--- config.mk ---
export PLATFORM = sky130hd
export DESIGN_NAME = tdm_out_enable_ctrl
export DESIGN_NICKNAME = d
export VERILOG_FILES = /design/src/rtl/tdm_out_enable_ctrl.sv
export SDC_FILE = /design/constraint.sdc
export NUM_CORES = 1
export LEC_CHECK = 0
export BUFFER_PORTS_ARGS = -buffer_cell sky130_fd_sc_hd__clkbuf_2
export CAP_MARGIN = 20
export CORE_MARGIN = 8
export CORE_UTILIZATION = 30
export CTS_BUF_LIST = sky130_fd_sc_hd__clkbuf_4 sky130_fd_sc_hd__clkbuf_8 sky130_fd_sc_hd__clkbuf_16
export DETAILED_ROUTE_END_ITERATION = 8
export GPL_TIMING_DRIVEN = 0
export MAX_ROUTING_LAYER = met4
export SYNTH_ARGS = -nofsm -noshare
export SYNTH_HDL_FRONTEND = slang
export SYNTH_SLANG_ARGS = --single-unit
--- constraint.sdc ---
create_clock -name clk -period 1.5 [get_ports clk]
set_input_delay 0 -clock clk [delete_from_list [all_inputs] [get_ports clk]]
set_output_delay 0 -clock clk [all_outputs]
set_load 0.01 [all_outputs]
--- src/rtl/tdm_out_enable_ctrl.sv ---
module tdm_out_enable_ctrl #(
  parameter int NUM_STREAMS  = 16,
  parameter int BITS_PER_CH  = 8,
  parameter int CLKS_PER_BIT = 8,
  parameter int ADV_LEVELS   = 4,
  parameter int ADV_STEP     = 2
) (
  input  logic                          clk,
  input  logic                          rst_n,
  input  logic                          tri_strap,
  input  logic                          drive_en,
  input  logic                          standby_n,
  input  logic [$clog2(ADV_LEVELS)-1:0] adv_sel,
  input  logic                          frame_pulse,
  input  logic [NUM_STREAMS-1:0]        ser_in,
  input  logic [NUM_STREAMS-1:0]        ch_en,
  output logic [NUM_STREAMS-1:0]        st_out,
  output logic [NUM_STREAMS-1:0]        st_oe,
  output logic [NUM_STREAMS-1:0]        ext_ctl
);
  localparam int SLOT_CLKS = BITS_PER_CH * CLKS_PER_BIT;
  localparam int CW        = $clog2(SLOT_CLKS);
  localparam int SW        = $clog2(ADV_LEVELS);
  localparam int MAX_ADV   = ADV_STEP * (ADV_LEVELS - 1);

  logic strap_s1, strap_s2, tri_int_q;

  // strap resynchronised, captured only during reset
  always_ff @(posedge clk) begin
    strap_s1 <= tri_strap;
    strap_s2 <= strap_s1;
    if (!rst_n) tri_int_q <= strap_s2;
  end

  logic [CW-1:0] cnt, cur_pos;
  logic [NUM_STREAMS-1:0] en_hold, en_now;
  logic slot_first;

  assign cur_pos    = frame_pulse ? '0 : cnt;
  assign slot_first = (cur_pos == '0);
  assign en_now     = slot_first ? ch_en : en_hold;

  always_ff @(posedge clk) begin
    if (!rst_n) begin
      cnt     <= '0;
      en_hold <= '0;
    end else begin
      cnt <= (cur_pos == CW'(SLOT_CLKS - 1)) ? '0 : cur_pos + 1'b1;
      if (slot_first) en_hold <= ch_en;
    end
  end

  logic [NUM_STREAMS-1:0] dl_d [MAX_ADV+1];
  logic [NUM_STREAMS-1:0] dl_e [MAX_ADV+1];

  always_ff @(posedge clk) begin
    if (!rst_n) begin
      for (int k = 0; k <= MAX_ADV; k++) begin
        dl_d[k] <= '0;
        dl_e[k] <= '0;
      end
    end else begin
      dl_d[0] <= ser_in;
      dl_e[0] <= en_now;
      for (int k = 1; k <= MAX_ADV; k++) begin
        dl_d[k] <= dl_d[k-1];
        dl_e[k] <= dl_e[k-1];
      end
    end
  end

  logic [NUM_STREAMS-1:0] tap_d, tap_e, out_d, out_e;

  always_comb begin
    tap_d = dl_d[MAX_ADV];
    tap_e = dl_e[MAX_ADV];
    for (int k = 1; k < ADV_LEVELS; k++) begin
      if (adv_sel == SW'(k)) begin
        tap_d = dl_d[MAX_ADV - ADV_STEP * k];
        tap_e = dl_e[MAX_ADV - ADV_STEP * k];
      end
    end
  end

  always_ff @(posedge clk) begin
    if (!rst_n) begin
      out_d <= '0;
      out_e <= '0;
    end else begin
      out_d <= tap_d;
      out_e <= tap_e;
    end
  end

  logic glob;
  logic [NUM_STREAMS-1:0] pass;

  assign glob    = rst_n & drive_en & standby_n;
  assign pass    = {NUM_STREAMS{glob}} & (tri_int_q ? out_e : {NUM_STREAMS{1'b1}});
  assign st_out  = out_d | ~pass;
  assign st_oe   = tri_int_q ? ({NUM_STREAMS{glob}} & out_e) : {NUM_STREAMS{1'b1}};
  assign ext_ctl = (!tri_int_q && glob) ? out_e : '0;
endmodule

; ---- After elaboration in Yosys (flattened, before gate mapping)
; Memories as Yosys holds them, arrays and structs flattened.
; Cells that the tools add are included.
[classes]
n_addsub = 1
n_eq_ne = 4
muxes = 27
n_bitwise = 21
reduce_logical = 4
[op_table]
columns = operator, count
row1 = 16-bit 2-to-1 mux, 24
row2 = 16-bit bitwise AND, 2
row3 = 16-bit NOT, 1
row4 = 16-bit bitwise OR, 1
row5 = 1-bit bitwise OR, 14
row6 = 6-bit by 1-bit adder with 6-bit output (second input constant), 1
row7 = 6-bit equality test (second input constant), 1
row8 = 6-bit zero test, 1
row9 = 6-bit 2-to-1 mux, 1
row10 = 2-bit equality test (second input constant), 2
row11 = 1-bit bitwise AND, 2
row12 = 2-bit by 1-bit equality test with 1-bit output (second input constant), 1
row13 = 1-bit 2-to-1 mux, 2
row14 = 2-bit OR reduction, 1
row15 = 1-bit logical AND, 1
row16 = 1-bit zero test, 1
row17 = 1-bit NOT, 1
[word_totals]
reg_bits = 57
ramBits = 224
input_bits = 40
word_cells = 66
mem_count = 2
[mem_list]
columns = memory, words, word_bits, rd, rd_clocked_by_memory_dff, write_ports, line
row1 = dl_d, 7, 16, 7, 0, 7, 53  ; logic [NUM_STREAMS-1:0] dl_d [MAX_ADV+1];
row2 = dl_e, 7, 16, 7, 0, 7, 54  ; logic [NUM_STREAMS-1:0] dl_e [MAX_ADV+1];

; ---- Longest topological paths before layout
; Gate-level depths: netlist of the first run.
[logic_depth]
ltp_word = 5
mapped_depth = 6
depth_no_buf = 6

; ---- Least setup slack after synthesis of the first run
; Ideal clock, no wire load.
[synth_timing]
path_kind = reg2reg
start = reg cnt[2]
end = mem dl_e[0][15]
t_arrival_ns = 1.166
path_slack_ns = 0.263
stages_incl_launch_ff = 6
synth_period_minus_slack_ns = 1.237
path_cell_list = dfxtp_1 -> nor4_1 -> o21a_1 -> buf_6 -> buf_8 -> mux2i_1
[synth_lines]
columns = item, line
row1 = start: declaration, 35  ; logic [CW-1:0] cnt, cur_pos;
row2 = start signal: assignment, 48  ; cnt <= (cur_pos == CW'(SLOT_CLKS - 1)) ? '0 : cur_pos + 1'b1;
row3 = end: declaration, 54

; ---- Worst setup path in the final report of the first run
[layout_timing]
start = reg tri_int_q
end = out ext_ctl[7]
[layout_between]
elab_chain_cells = 3
[layout_lines]
columns = item, line
row1 = start: declaration, 26  ; logic strap_s1, strap_s2, tri_int_q;
row2 = start signal: assignment, 32  ; if (!rst_n) tri_int_q <= strap_s2;
row3 = 1-bit zero test, 102  ; assign ext_ctl = (!tri_int_q && glob) ? out_e : '0;
row4 = 1-bit logical AND, 102
row5 = 16-bit 2-to-1 mux, 102
row6 = end: declaration, 19  ; output logic [NUM_STREAMS-1:0] ext_ctl
; Every way passes these cells.

==> metrics, run 1 <==
drt total wl a little over 20,000 µm; Synth area leaders dfxtp_1 (61%), and2_1 (16%), mux4_2 (7.8%); clk slew on worst S/H paths around 0.060 ns; GR Util met1 0.170; Final Cycle Share 1.07; M2 GR Usage 0.186; average cell area after synthesis roughly 12 µm²; Simple-Gate Fraction of Synth Area 0.204; Crit Path Class reg2out; # diodes 0; Yosys top cell area share 0.614; total gr overflow 0; Yosys top cell by area dfxtp_1; Peak VDD IR around 0.64 mV; outcome finished with violations; Syn. warnings 0; Die H 185 µm; Tightest Hold Check Type in2reg; grt peak-use layer met2; Die ar. ~0.034 mm²; CTS max path bufs 3; final slew viol count 0; Compound-Gate Fraction of Synth Area 0.0237; xor/xnor share of the synthesized area 0.00203; Pre-Repair DR Iteration Count 4; WP data required 1.50 ns; Setup crit end kind primary output; DP Worst Slack -0.482 ns; First DRT Iteration DRCs 230; Initial Utilization 0.302; Final Hold Vio Count 0; adder-cell share of the synthesized area 0.00291; Power Dens Cells 1310 mW/mm²; area grow syn2layout 26.1%; Total GRT Usage 0.123; antenna violations before repair 0; Num CTS Buffers 26; H-tree lvl count 1; I/O Buffers 85; clk sinks around 270; number of unique standard cell types used by synthesis 31; row count 62; Post-Syn Instances around 750; number of enable flip-flop cells after synthesis 1; largest net degree at the start of global routing 14; antenna viol nets, final 0; Period minus WS final between 1.5 and 2 ns; CP max FO 10; Ports 88; Rel. slew slack 0.553; RSZ-0062 raised after global routing true; first-pass GRT wire length 31,400 µm; CTS tree done; Post-DP HPWL 14,800 µm; # Max-Cap Violations 0; routed len/inst 15.9 µm; mux share of post-synthesis cell area 0.103; DR vias/cell roughly 4.2; final setup violation count 47; largest family of logic cells by synthesized area simple AND/OR/NAND/NOR gates; failing checks setup timing; vias in the first global route about 5,600; Startpoint Class flop; final worst setup slack -0.111 ns; layout cells sized above 1 0.215; Die W 185 µm; met3 Use GR 0.0204; flop and latch count out of synthesis between 200 and 300; Post-Syn Area 0.00861 mm²; Async S/R FF share, synth 0; Mapped Nets around 790; WP data arrival about 1.6 ns; Leak around 4.6 nW; fmax 0.621 GHz; Fin Clk Skew about 0.012 ns; routed vias around 5,500; clk_lat worst skew ~0.52 ns; Root Driver clkbuf_16; Core Box Area 0.0285 mm²; final net count roughly 940; Slew @ Worst Pin 0.671 ns; Final GP Congestion 0.818; worst hold slack 0.0193 ns; Main synth FF type dfxtp_1; register area share after synthesis 0.617; # DRC 0
-- logic make-up (layout without fill, tap and decap cells) --
family / count (synthesis) / after routing
muxes: 48 / 48
and+or+nand+nor: 305 / 305
buffers and inverters: 85 / 250
DFF: 265 / 265
adders and majority gates: 2 / 2
AOI/OAI and AO/OA: 38 / 38
xor gates and xnor gates: 2 / 2
-- state kept, by name, summed over array words and instances (netlist names) --
name / count
out_d: 16
tri_int_q: 1
out_e: 16
cnt: 6
dl_d: 112
strap_s2: 1
dl_e: 97
strap_s1: 1
en_hold: 15
-- worst max-delay path: stages, from the launching register on --
cell and delay, ns:
edfxtp_1 0.44, clkbuf_4 0.26, nor3_1 0.23, clkbuf_2 0.17
-- placed cells by master, fill, tap and decap left out, types with 5 or more instances in the layout --
| cell | instances |
|---|---|
| dfxtp_1 | 264 |
| a21oi_2 | 6 |
| clkbuf_1 | 27 |
| nand2_1 | 48 |
| mux4_2 | 30 |
| nor3_1 | 11 |
| clkbuf_4 | 7 |
| clkbuf_8 | 5 |
| clkbuf_2 | 65 |
| and2_1 | 224 |
| a21oi_1 | 10 |
| mux2i_1 | 16 |
| buf_2 | 29 |
| dlygate4sd3_1 | 37 |
| inv_1 | 37 |
| clkbuf_16 | 28 |
| o21ai_0 | 9 |
-- final cells by class --
cell class / instances / area, µm²
multi-input cells: 395 / 3000
clock buffers: 36 / 768
plain buffers: 47 / 297
repair buffers: 125 / 835
clock inverters: 5 / 31.3
flip-flops and latches: 265 / 5320
well taps: 384 / 480
fillers: 2829 / 17600
inverters: 37 / 139
-- stage by stage --
stage | power, mW | TNS, ns | util | area (µm²) | cells
floorplan | 7.87 | 0 | - | 8610 | 745
global placement | 8.17 | -2.06 | 0.334 | 9520 | 1214
detailed placement | 8.18 | -2.72 | 0.334 | 9520 | 1214
CTS | 14.4 | -4.37 | 0.380 | 10800 | 1295
global route | 14.7 | -6.08 | 0.381 | 10900 | 1294
finish | 14.2 | -2.84 | 0.381 | 10900 | 1294
-- layer usage --
| metal | wire length, µm | vias up |
|---|---|---|
| met1 | 9990 | 2648 |
| met2 | 8940 | 136 |
| met5 | 0 | - |
| met4 | 369 | 0 |
| met3 | 1330 | 30 |
| li1 | - | 2677 |
-- synth_stat cells, types with 3 or more instances --
library cell / number
dfxtp_1: 264
and2_1: 224
nand2_1: 48
inv_1: 37
clkbuf_1: 33
mux4_2: 30
o21ai_0: 17
a21oi_1: 16
mux2i_1: 16
nor3_1: 16
buf_2: 9
nand2b_1: 4
nor2_1: 4
buf_12: 3
-- path summary, 6_finish.rpt --
| path | startpoint | endpoint | slack (ns) | depth (start not counted) |
|---|---|---|---|---|
| worst min register to register | strap_s1 | strap_s2 | 0.33 | 0 |
| worst max-delay path | tri_int_q | ext_ctl[7] | -0.11 | 3 |
| worst max register to register | cnt[0] | cnt[3] | 0.15 | 6 |
| worst min-delay path | adv_sel[0] | out_e[1] | 0.02 | 3 |
-- what timing repair did --
item	in CTS	in global routing
buffers inserted	2	0
gates cloned	1	0
pin swaps	5	2
resized for setup	31	39
hold endpoints to repair	41	0
setup endpoints to repair	48	56
hold buffers	37	0
-- where the power goes --
part	leakage, nW	total (mW)	internal, mW	switching [mW]
Clock	0.406	6.09	3.55	2.54
Combinational	2.08	0.830	0.382	0.448
Sequential	2.16	7.30	7.23	0.0707
Total	4.64	14.2	11.2	3.06
No activity file was read; power rests on OpenSTA's default activity.
==> inputs of run 2 (changes only) <==
--- a/config.mk
+++ b/config.mk
@@ -16,3 +16,4 @@
 export SYNTH_ARGS = -nofsm -noshare
 export SYNTH_HDL_FRONTEND = slang
 export SYNTH_SLANG_ARGS = --single-unit
+export TNS_END_PERCENT = 50
==> run 2 against run 1 <==
The flow still finishes with violations (setup timing). Clock-buffer cell count did not move. Final area barely moved. Worst setup slack got worse by 0.0047 ns. Via count rose by 0.49%. Maximum frequency fell by 0.29%. Global-route usage did not move. First-iteration DRC count rose by 12%. Sequential share of layout area barely moved.
==> metrics, run 2 (synthesized netlist as in run 1, its figures left out) <==
post-route cell area 0.0109 mm² (about the same); clk slew on worst S/H paths 0.06 ns (about the same); placed inst area 0.00952 mm² (unchanged); reg2reg start cnt[3]; Tightest Hold Check Type in2reg; failing checks setup timing; # DRC 0 (unchanged); Worst Path Buf+Inv 2 (unchanged); Largest register FFs 112 (unchanged); Post-DP HPWL 14,800 µm (unchanged); r2r setup slk 0.10 ns (-0.05 ns); Die W 185 µm (unchanged); CP max FO 10 (unchanged); hold path depth 3 (unchanged); Final GP Congestion 0.818 (unchanged); Fin Clk Skew 0.0143 ns (+0.00264 ns); final slew viol count 0 (unchanged); drt total wl 20,700 µm (+0.27%); # diodes 0 (unchanged); vias in the first global route 5,626 (unchanged); clk_lat worst skew 0.52 ns (about the same); WP data arrival 1.62 ns (about the same); layout cells sized above 1 0.214 (-0.00133); row count 62 (unchanged); Pre-Repair DR Iteration Count 4 (unchanged); R2R depth 5 (-1); DR vias/cell 4.26 (+0.41%); Rel. slew slack 0.449 (-0.104); highest cell delay on the worst timing path 0.44 ns (about the same); largest net degree at the start of global routing 14 (unchanged); Setup crit end kind primary output; First DRT Iteration DRCs 258 (+12%); largest register by flop count dl_d; I/O Buffers 85 (unchanged); CTS max path bufs 3 (unchanged); Initial Utilization 0.302 (unchanged); CP max stage cell edfxtp_1; Final Cycle Share 1.08 (+0.00311); placed insts 1,214 (unchanged); Ports 88 (unchanged); Core Box Area 0.0285 mm² (unchanged); Peak VDD IR 0.645 mV (+0.68%); fmax 0.619 GHz (-0.29%); Final Hold Vio Count 0 (unchanged); Crit Path Class reg2out; # Max-Cap Violations 0 (unchanged); Top delay family on crit path flip-flops; antenna violations before repair 0 (unchanged); Total GRT Usage 0.123 (unchanged); Slew @ Worst Pin 0.826 ns (+0.156 ns); Startpoint Class flop; routed len/inst 16.0 µm (+0.19%); Root Driver clkbuf_16; final net count 940 (+0.11%); Worst Hold End out_e[1]; Top Registers dl_d: 112 flops, dl_e: 97 flops; H-tree lvl count 1 (unchanged); total gr overflow 0 (unchanged); Fillers 2,828 (-0.035%); sequence of cells on the critical path clkbuf_4 > nor3_1 > clkbuf_2; Power Dens Cells 1310 mW/mm² (about the same); clk sinks 265 (unchanged); hold_sp adv_sel[0]; CTS tree done; area grow syn2layout 26.1% (about the same); r2r endpoint en_hold[10]; Leak 4.65 nW (about the same); Num CTS Buffers 26 (unchanged); most frequent cells in the layout dfxtp_1 (264), and2_1 (224), clkbuf_2 (65); Die ar. 0.0344 mm² (unchanged); final setup violation count 47 (unchanged); antenna viol nets, final 0 (unchanged); Die H 185 µm (unchanged); first-pass GRT wire length 31,400 µm (unchanged); final worst setup slack -0.116 ns (-0.00467 ns); Period minus WS final 1.62 ns (+0.00467 ns); WP data required 1.50 ns (about the same); most common cell after layout, fill and taps aside dfxtp_1; routed vias 5,518 (+0.49%); outcome finished with violations; RSZ-0062 raised after global routing true; Final Non-Filler Cells 1,295 (+0.077%)
run 2: cell count changes in the layout (fill, tap and decap cells not counted), sizes merged:
cell	before	now
clkbuf	132	133
run 2: worst max-delay path by stage:
| stage | startpoint | end | slack (ns) | cells past startpoint |
|---|---|---|---|---|
| CTS | tri_int_q | ext_ctl[11] | -0.14 | 4 |
| detailed placement | tri_int_q | st_oe[0] | -0.48 | 4 |
| global placement | tri_int_q | st_oe[0] | -0.43 | 4 |
| finish | tri_int_q | ext_ctl[15] | -0.12 | 3 |
| floorplan | cnt[2] | dl_e[0][15] | 0.26 | 5 |
| global route | tri_int_q | st_out[4] | -0.19 | 5 |
run 2: stage by stage:
stage          worst slack, ns  hold WS [ns]  setup TNS [ns]  total power [mW]  utilization
2_1_floorplan            0.263        0.0277               0              7.87            -
3_3_place_gp            -0.433         0.105           -2.06              8.17        0.334
3_5_place_dp            -0.482         0.108           -2.72              8.18        0.334
4_1_cts                 -0.144       0.00241           -4.37              14.4        0.380
5_1_grt                 -0.192        0.0128           -6.17              14.7        0.382
6_report                -0.116        0.0206           -2.97              14.2        0.382
run 2: layer usage:
metal / GRT usage / routed length (µm)
met1: 0.170 / 9600
met2: 0.186 / 8990
met3: 0.0204 / 1730
met4: 0.0310 / 368
met5: - / 0
run 2: worst min-delay path: stages:
cell and delay, ns:
buf_6 0.13, mux4_1 0.22, and2_1 0.15
run 2: cell type report:
type                            count  area (µm²)  share of cell area
Tap cell                          384         480              0.0442
Timing Repair Buffer              125         828              0.0763
Buffer                             48         315              0.0290
Clock inverter                      5        31.3             0.00288
Sequential cell                   265        5320               0.489
Clock buffer                       36         768              0.0707
Inverter                           37         139              0.0128
Multi-Input combinational cell    395        2980               0.275
run 2: report_power, final:
group | leakage, nW | switching (mW) | internal, mW
Clock | 0.406 | 2.54 | 3.55
Sequential | 2.16 | 0.0702 | 7.23
Combinational | 2.08 | 0.449 | 0.387
Total | 4.65 | 3.06 | 11.2
run 2: what timing repair did:
item	CTS	global route
setup buffers	2	0
endpoints found under the setup margin	48	56
cloned	1	0
pin swaps	5	1
gates resized for setup	31	34
endpoints found under the hold margin	41	0
hold buffers	37	0
